### src/rtl/fdc_ifctl_pkg.sv
package fdc_ifctl_pkg;

  localparam int TRK_W = 8;

  typedef struct packed {
    logic sden;     // bit 7
    logic wait_en;  // bit 6
    logic fast;     // bit 5
    logic pc_sel;   // bit 4
    logic drv_en;   // bit 3
    logic media8;   // bit 2
    logic ds_b;     // bit 1
    logic ds_a;     // bit 0
  } ctrl_t;

  // Drive index: bit0 is the high weight, bit1 the low weight.
  function automatic logic [1:0] f_drive_idx(ctrl_t c);
    return {c.ds_a, c.ds_b};
  endfunction

  function automatic logic f_in_band(logic [TRK_W-1:0] trk,
                                     logic [TRK_W-1:0] lo,
                                     logic [TRK_W-1:0] hi);
    return (trk >= lo) && (trk <= hi);
  endfunction

  function automatic logic f_precomp(ctrl_t c, logic [TRK_W-1:0] trk,
                                     logic [TRK_W-1:0] lo,
                                     logic [TRK_W-1:0] hi);
    logic r;
    if (c.sden)         r = 1'b0;
    else if (!c.pc_sel) r = 1'b1;
    else if (c.media8)  r = f_in_band(trk, lo, hi);
    else                r = 1'b0;
    return r;
  endfunction

endpackage

### src/rtl/fdc_ctl_latch.sv
module fdc_ctl_latch
  import fdc_ifctl_pkg::*;
#(
  parameter int          ADDR_W    = 3,
  parameter logic [ADDR_W-1:0] PORT_ADDR = 3'b101
) (
  input  logic              clk,
  input  logic              rst,
  input  logic [ADDR_W-1:0] bus_addr,
  input  logic              bus_wr,
  input  logic [7:0]        bus_wdata,
  output ctrl_t             ctrl,
  output logic              load_evt
);

  logic       wr_en;
  logic       wr_en_q;
  logic [7:0] data_q;

  assign wr_en    = bus_wr && (bus_addr == PORT_ADDR);
  assign load_evt = wr_en_q && !wr_en;

  always_ff @(posedge clk) begin
    if (rst) begin
      wr_en_q <= 1'b0;
      data_q  <= '0;
      ctrl    <= '0;
    end else begin
      wr_en_q <= wr_en;
      if (wr_en)    data_q <= bus_wdata;
      if (load_evt) ctrl   <= ctrl_t'(data_q);
    end
  end

  // register only changes on the trailing edge of the port enable
  p_hold_r1: assert property (@(posedge clk) disable iff (rst)
    !load_evt |=> $stable(ctrl));

  // byte committed is the one held while the enable was high
  p_load_r1: assert property (@(posedge clk) disable iff (rst)
    (wr_en_q && !wr_en) |=> (ctrl == $past(data_q)));

endmodule

### src/rtl/fdc_sel_decode.sv
module fdc_sel_decode
  import fdc_ifctl_pkg::*;
#(
  parameter int NUM_DRV = 4,
  parameter int PC_LO   = 44,
  parameter int PC_HI   = 76
) (
  input  logic              clk,
  input  logic              rst,
  input  ctrl_t             ctrl,
  input  logic [TRK_W-1:0]  track,
  output logic [NUM_DRV-1:0] drv_sel,
  output logic              media_8in,
  output logic              ctl_8in_mode,
  output logic              single_den,
  output logic              precomp
);

  localparam int SEL_W = $clog2(NUM_DRV);
  localparam logic [TRK_W-1:0] LO_T = TRK_W'(PC_LO);
  localparam logic [TRK_W-1:0] HI_T = TRK_W'(PC_HI);

  logic [SEL_W-1:0] drv_idx;
  assign drv_idx = SEL_W'(f_drive_idx(ctrl));

  for (genvar i = 0; i < NUM_DRV; i++) begin : g_drv
    assign drv_sel[i] = ctrl.drv_en && (drv_idx == SEL_W'(i));
  end

  assign media_8in    = ctrl.media8;
  assign ctl_8in_mode = ctrl.fast || ctrl.media8;
  assign single_den   = ctrl.sden;
  assign precomp      = f_precomp(ctrl, track, LO_T, HI_T);

  p_onehot_r3: assert property (@(posedge clk) disable iff (rst)
    $onehot0(drv_sel));

  p_off_r4: assert property (@(posedge clk) disable iff (rst)
    !ctrl.drv_en |-> (drv_sel == '0));

  p_sden_r9: assert property (@(posedge clk) disable iff (rst)
    single_den |-> !precomp);

  p_mode_r6: assert property (@(posedge clk) disable iff (rst)
    media_8in |-> ctl_8in_mode);

endmodule

### src/rtl/fdc_wait_ctl.sv
module fdc_wait_ctl (
  input  logic clk,
  input  logic rst,
  input  logic wait_en,
  input  logic dreg_sel,
  input  logic bus_rd,
  input  logic bus_wr,
  input  logic fdc_drq,
  output logic bus_rdy,
  output logic acc_start
);

  logic access;
  logic access_q;
  logic waiting;
  logic hold;

  assign access    = dreg_sel && (bus_rd || bus_wr);
  assign acc_start = access && !access_q;
  assign hold      = ((acc_start && wait_en) || waiting) && !fdc_drq;
  assign bus_rdy   = !hold;

  always_ff @(posedge clk) begin
    if (rst) begin
      access_q <= 1'b0;
      waiting  <= 1'b0;
    end else begin
      access_q <= access;
      waiting  <= hold;
    end
  end

  // data request always releases ready in the same cycle
  p_release_r10: assert property (@(posedge clk) disable iff (rst)
    fdc_drq |-> bus_rdy);

  // once held, ready stays low until data request arrives
  p_persist_r10: assert property (@(posedge clk) disable iff (rst)
    !bus_rdy |=> (!bus_rdy || fdc_drq));

  // a wait only opens at the first cycle of an access
  p_start_r11: assert property (@(posedge clk) disable iff (rst)
    (!bus_rdy && !$past(!bus_rdy)) |-> acc_start);

endmodule

### src/rtl/fdc_ifctl.sv
module fdc_ifctl
  import fdc_ifctl_pkg::*;
#(
  parameter int ADDR_W  = 3,
  parameter int NUM_DRV = 4,
  parameter int PC_LO   = 44,
  parameter int PC_HI   = 76
) (
  input  logic               clk,
  input  logic               rst,
  input  logic [ADDR_W-1:0]  bus_addr,
  input  logic               bus_wr,
  input  logic               bus_rd,
  input  logic [7:0]         bus_wdata,
  input  logic               dreg_sel,
  input  logic               fdc_drq,
  input  logic [TRK_W-1:0]   track,
  output logic [NUM_DRV-1:0] drv_sel,
  output logic               media_8in,
  output logic               ctl_8in_mode,
  output logic               single_den,
  output logic               precomp,
  output logic               bus_rdy
);

  ctrl_t ctrl;
  logic  load_evt;
  logic  acc_start;

  fdc_ctl_latch #(.ADDR_W(ADDR_W), .PORT_ADDR(ADDR_W'(3'b101))) u_latch (
    .clk(clk), .rst(rst), .bus_addr(bus_addr), .bus_wr(bus_wr),
    .bus_wdata(bus_wdata), .ctrl(ctrl), .load_evt(load_evt)
  );

  fdc_sel_decode #(.NUM_DRV(NUM_DRV), .PC_LO(PC_LO), .PC_HI(PC_HI)) u_dec (
    .clk(clk), .rst(rst), .ctrl(ctrl), .track(track), .drv_sel(drv_sel),
    .media_8in(media_8in), .ctl_8in_mode(ctl_8in_mode),
    .single_den(single_den), .precomp(precomp)
  );

  fdc_wait_ctl u_wait (
    .clk(clk), .rst(rst), .wait_en(ctrl.wait_en), .dreg_sel(dreg_sel),
    .bus_rd(bus_rd), .bus_wr(bus_wr), .fdc_drq(fdc_drq),
    .bus_rdy(bus_rdy), .acc_start(acc_start)
  );

  // after reset nothing is selected and the bus runs free
  p_reset_r2: assert property (@(posedge clk)
    $past(rst) && rst |-> (drv_sel == '0) && bus_rdy);

  // with waits disarmed and none pending, an access start never stalls
  p_nowait_r12: assert property (@(posedge clk) disable iff (rst)
    (acc_start && !ctrl.wait_en && $past(bus_rdy)) |-> bus_rdy);

endmodule

### config.mk
export PLATFORM = sky130hd
export DESIGN_NAME = fdc_ifctl
export DESIGN_NICKNAME = d
export VERILOG_FILES = /design/src/rtl/fdc_ifctl_pkg.sv /design/src/rtl/fdc_ctl_latch.sv /design/src/rtl/fdc_sel_decode.sv /design/src/rtl/fdc_wait_ctl.sv /design/src/rtl/fdc_ifctl.sv
export SDC_FILE = /design/constraint.sdc
export NUM_CORES = 1
export LEC_CHECK = 0
export BUFFER_PORTS_ARGS = -buffer_cell sky130_fd_sc_hd__buf_2
export CAP_MARGIN = 20
export CELL_PAD_IN_SITES_DETAIL_PLACEMENT = 0
export CELL_PAD_IN_SITES_GLOBAL_PLACEMENT = 1
export CORE_UTILIZATION = 31
export DETAILED_ROUTE_END_ITERATION = 16
export PLACE_DENSITY_LB_ADDON = 0.1
export REMOVE_ABC_BUFFERS = 1
export SETUP_SLACK_MARGIN = 0.3
export SYNTH_ARGS = -nofsm -noshare
export SYNTH_HDL_FRONTEND = slang
export SYNTH_SLANG_ARGS = --single-unit
export TNS_END_PERCENT = 1
### constraint.sdc
create_clock -name clk -period 1.6 [get_ports clk]
set_clock_uncertainty 0.1 [all_clocks]
set_input_delay 0.16 -clock clk [delete_from_list [all_inputs] [get_ports clk]]
set_output_delay 0.16 -clock clk [all_outputs]
set_load 0.03 [all_outputs]
Yosys cells after proc, flatten, opt, wreduce, memory -nomap -nowiden --
Index checks and enable logic that the tools add are counted.
Storage, ports and cells: bits in registers 19, bits of input ports 25, output and inout port bits 9, word-level logic and storage cells 40
Operators by class: $lt $le $gt $ge 2, equality and inequality tests 4, multiplexer cells 3, reduce and logical (&&, ||, !) cells 19
Operators by type and width (count):
- 1-bit logical AND | 11
- 8-bit by 6-bit greater-or-equal comparator with 1-bit output, second input constant | 1
- 8-bit by 7-bit <= comparator with 1-bit output, second input constant | 1
- 2-bit equality test, second input constant | 2
- 1-bit zero test | 4
- 3-bit equality test, second input constant | 1
- 1-bit logical OR | 3
- 1-bit two-way mux | 3
- 2-bit by 1-bit equality test with 1-bit output, second input constant | 1
- 2-bit zero test | 1

Depth between registers and ports, before layout --
depth in word-level cells 7, depth in mapped cells 5, depth with buffers taken out 3

Hierarchy --
Synthesis repeated with hierarchy kept, for this count alone.
Unflattened totals: cell total of the unflattened synthesis 102, area, all modules 860.8 µm²
By module, submodules not included:
- fdc_ctl_latch | instances 1, cells each 76, area an instance 653.1 µm², seq. area each 340.3 µm²
- fdc_wait_ctl | instances 1, cells each 10, area an instance 108.9 µm², seq. area each 40.0 µm²
- fdc_sel_decode | instances 1, cells each 16, area an instance 98.8 µm², seq. area each 0.0 µm²

Worst setup path before layout --
OpenSTA, ideal clock, no wires.
path kind register to output, start register, netlist name u_latch.ctrl[2], end output port precomp, arrival time 1.686 ns, data required time 1.340 ns, slack -0.346 ns, cell stages (with the launch flop) 4, path through dfxtp_1 > nand2b_1 > or4b_1 > a31oi_1
On the way: word-level cells in the longest chain between the ends 3
RTL lines:
- 1-bit two-way mux | line fdc_ifctl_pkg.sv:33 | else if (c.media8) r = f_in_band(trk, lo, hi);
- 1-bit two-way mux | line fdc_ifctl_pkg.sv:32 | else if (!c.pc_sel) r = 1'b1;
- 1-bit two-way mux | line fdc_ifctl_pkg.sv:31 | if (c.sden) r = 1'b0;
- end, declared | line fdc_ifctl.sv:22 | output logic precomp,
No other way between the ends.

Final worst setup path --
start register, netlist name u_latch.ctrl[2], end output port precomp
On the way: word-level cells in the longest chain between the ends 3
RTL lines (line):
- 1-bit two-way mux | fdc_ifctl_pkg.sv:33
- 1-bit two-way mux | fdc_ifctl_pkg.sv:32
- 1-bit two-way mux | fdc_ifctl_pkg.sv:31
No other way between the ends.

==> impl_metrics.yaml <==
timing:
  finalHoldViolCount: 0
  tightest_slew_ns: 0.441
  setup_viol: 1
  maxSlewViolCount: 0
  fin_crit_sh_pct: 111
  layout_setup_ws_ns: -0.179
  relSlewSlack_pct: 70.3
  fin_hold_ws_ns: 0.0132
  fin_crit_ns: 1.78
  max_freq_mhz: 562
  rsz0062_at_grt: "yes"
global_route:
  grt_usage_pct: 13.9
  grt_pass1_vias: 661
  grt_antenna_before_repair: 0
  grt_max_degree: 20
  grt_pass1_wl_um: 2750
  grt.overflow.total: 0
power_and_ir_drop:
  clkPwrFrac_pct: 29.6
  power.density_mw_per_mm2: 692
  total_power_mw: 0.794
  p_sw_mw: 0.176
  p_leak_nw: 0.488
  p_int_mw: 0.619
  power_frac_seq_pct: 60.5
  ir_drop_mv: 0.464
  p_sw_share_pct: 22.1
  combPwrFrac_pct: 9.9
synthesis:
  synthesis.area_um2: 781
  synth-simple-area-share_pct: 25.8
  ys_types: 22
  yosysWarnings: 0
  ys_seq_area_share_pct: 48.7
  synth_compound_area_share_pct: 20.4
  synth_xor_area_share_pct: 0
  synth_top_family_by_area: "simple AND/OR/NAND/NOR gates"
  synth.area.mux_share_pct: 0
  ys_ff_latch: 19
  synth_cells: 97
  synthAdderAreaFrac_pct: 0
  syn_area_per_cell_um2: 8.05
placement:
  place_ws_ns: 0.0556
  gp_congestion: 0.662
  hpwl_um: 1230
  port_buffers: 33
clocking:
  htreeDepth: 1
  cts_sinks: 19
  clk_pin_slew_ns: 0.10
  cts_setup_buffers: 0
  insertion_delay_ns: 0.29
  root_buffer: "clkbuf_4"
  cts_made_buffers: 3
  cts_tree: "yes"
  ctsLongestPathBuffers: 2
die:
  die_area_mm2: 0.00272
  io_pins: 34
  dieWidth_um: 52.2
  initial_core_util_pct: 34.0
  rows: 17
  die_h_um: 52.2
  design.core.area_mm2: 0.00230
worst_setup_path:
  r2r_cells: 3
  worstPathRequired_ns: 1.34
  critPathLaunchType: "register"
  cp.arrival_ns: 1.52
  critPathMaxFanout: 2
  worstReg2RegEnd: "u_latch.ctrl[5]"
  end_kind: "output pin"
  r2r_setup_slack_ns: 0.61
  r2r_start: "u_latch.wr_en_q"
  critical_path_class: "register to output pin"
route:
  ant_nets: 0
  drt-initial-drc-count: 7
  drc: 0
  wl_per_cell_um: 10.5
  routed_wl_um: 1770
  vias: 803
  detail_route.first_pass.iterations: 2
  viasPerCell: 4.75
layout:
  antenna_cells: 0
  fin_nets: 167
  area_growth_syn_to_layout_pct: 47.0
  drive_above_1_share_pct: 35.5
  fill_cells: 223
run_status:
  status: "complete, but fails checks"
  violations: "setup timing"
worst_hold_path:
  whs_path_depth: 3
  hold_start: "fdc_drq"
  min_to: "u_wait.waiting"
  hp-class: "input port to register"
run:
  drv_cap: 0
per-layer routing:
layer,vias to the layer above,track usage [%],wire length [µm]
li1,423,-,-
met1,353,17.4,840
met2,25,22.9,825
met3,2,2.61,85
met4,0,6.58,16
met5,-,0,0
sequential cells by signal, indices dropped and copies added, names as in the netlist:
| signal | flops |
|---|---|
| u_latch.ctrl | 8 |
| u_latch.data_q | 8 |
| u_latch.wr_en_q | 1 |
| u_wait.access_q | 1 |
| u_wait.waiting | 1 |
worst max path at each step:
stage / from / endpoint / cells after the start
2_1_floorplan: u_latch.ctrl[2] / precomp / 3
3_3_place_gp: track[7] / precomp / 5
3_5_place_dp: track[7] / precomp / 5
4_1_cts: u_latch.ctrl[2] / precomp / 4
5_1_grt: u_latch.ctrl[2] / precomp / 4
6_report: u_latch.ctrl[2] / precomp / 4
layout by cell type (no fill, tap or decap), types with 2 or more instances in the layout:
master,count
dlygate4sd3_1,8
clkbuf_4,3
buf_6,2
o21ai_0,9
dfxtp_2,5
nand2_1,17
buf_2,27
dfxtp_1,13
buf_4,9
a21oi_1,17
inv_1,3
nand3_1,8
nor2_1,3
power groups by stage:
stage	Combinational [mW]	Sequential, mW	Clock [mW]
floorplan	0.0171	0.492	0
global placement	0.0620	0.492	0
detailed placement	0.0631	0.492	0
CTS	0.0793	0.482	0.249
global route	0.0875	0.482	0.268
finish	0.0783	0.481	0.235
cell usage after synthesis:
library cell / n / area share [%]
clkbuf_1: 3 / 1.4
a21oi_1: 17 / 11
nand4b_1: 1 / 1.1
nor2_1: 3 / 1.4
and4b_1: 1 / 1.3
o211ai_1: 1 / 0.96
dfxtp_1: 19 / 49
buf_2: 2 / 1.3
nand2_1: 17 / 8.2
o21ai_0: 10 / 6.4
inv_1: 3 / 1.4
a31oi_1: 1 / 0.80
nand3b_1: 1 / 0.96
nor3b_1: 3 / 2.9
or4b_1: 1 / 1.3
and3_1: 1 / 0.80
o211a_1: 1 / 1.3
buf_4: 1 / 0.96
nand3_1: 8 / 5.1
or2_2: 1 / 0.80
and3b_1: 1 / 1.1
nand2b_1: 1 / 0.80
cells by family (layout without fill, tap and decap cells):
| logic type | after synthesis | count (layout) |
|---|---|---|
| buffers and inverters | 9 | 53 |
| AOI/OAI and AO/OA | 30 | 30 |
| and+or+nand+nor | 39 | 39 |
| DFF | 19 | 19 |
area by class of cell:
cell class,count,area (µm²),area share [%]
clock buffers,4,26.3,2.29
inverters,3,11.3,0.981
multi-input cells,69,379,33.0
flip-flops and latches,19,390,34.0
well taps,28,35.0,3.05
repair buffers,46,305,26.6
critical path, stage by stage (launching register included):
cell	delay, ns
dfxtp_2	0.34
nand2b_1	0.06
or4b_1	0.51
a31oi_1	0.15
buf_4	0.18
repair_timing:
action	in CTS	in global routing
resized for setup	16	6
pin swaps	3	1
hold buffers	8	0
hold endpoints to repair	8	0
setup endpoints to repair	6	6
per-stage QoR:
stage	cells	cell area [µm²]	setup TNS [ns]	util, %
floorplan	91	752	-0.346	-
global placement	157	990	0	43.1
global route	169	1150	-0.274	49.9
finish	169	1150	-0.179	49.9
CTS	169	1140	-0.204	49.5
detailed placement	157	990	0	43.1
(Power assumes the default switching activity.)
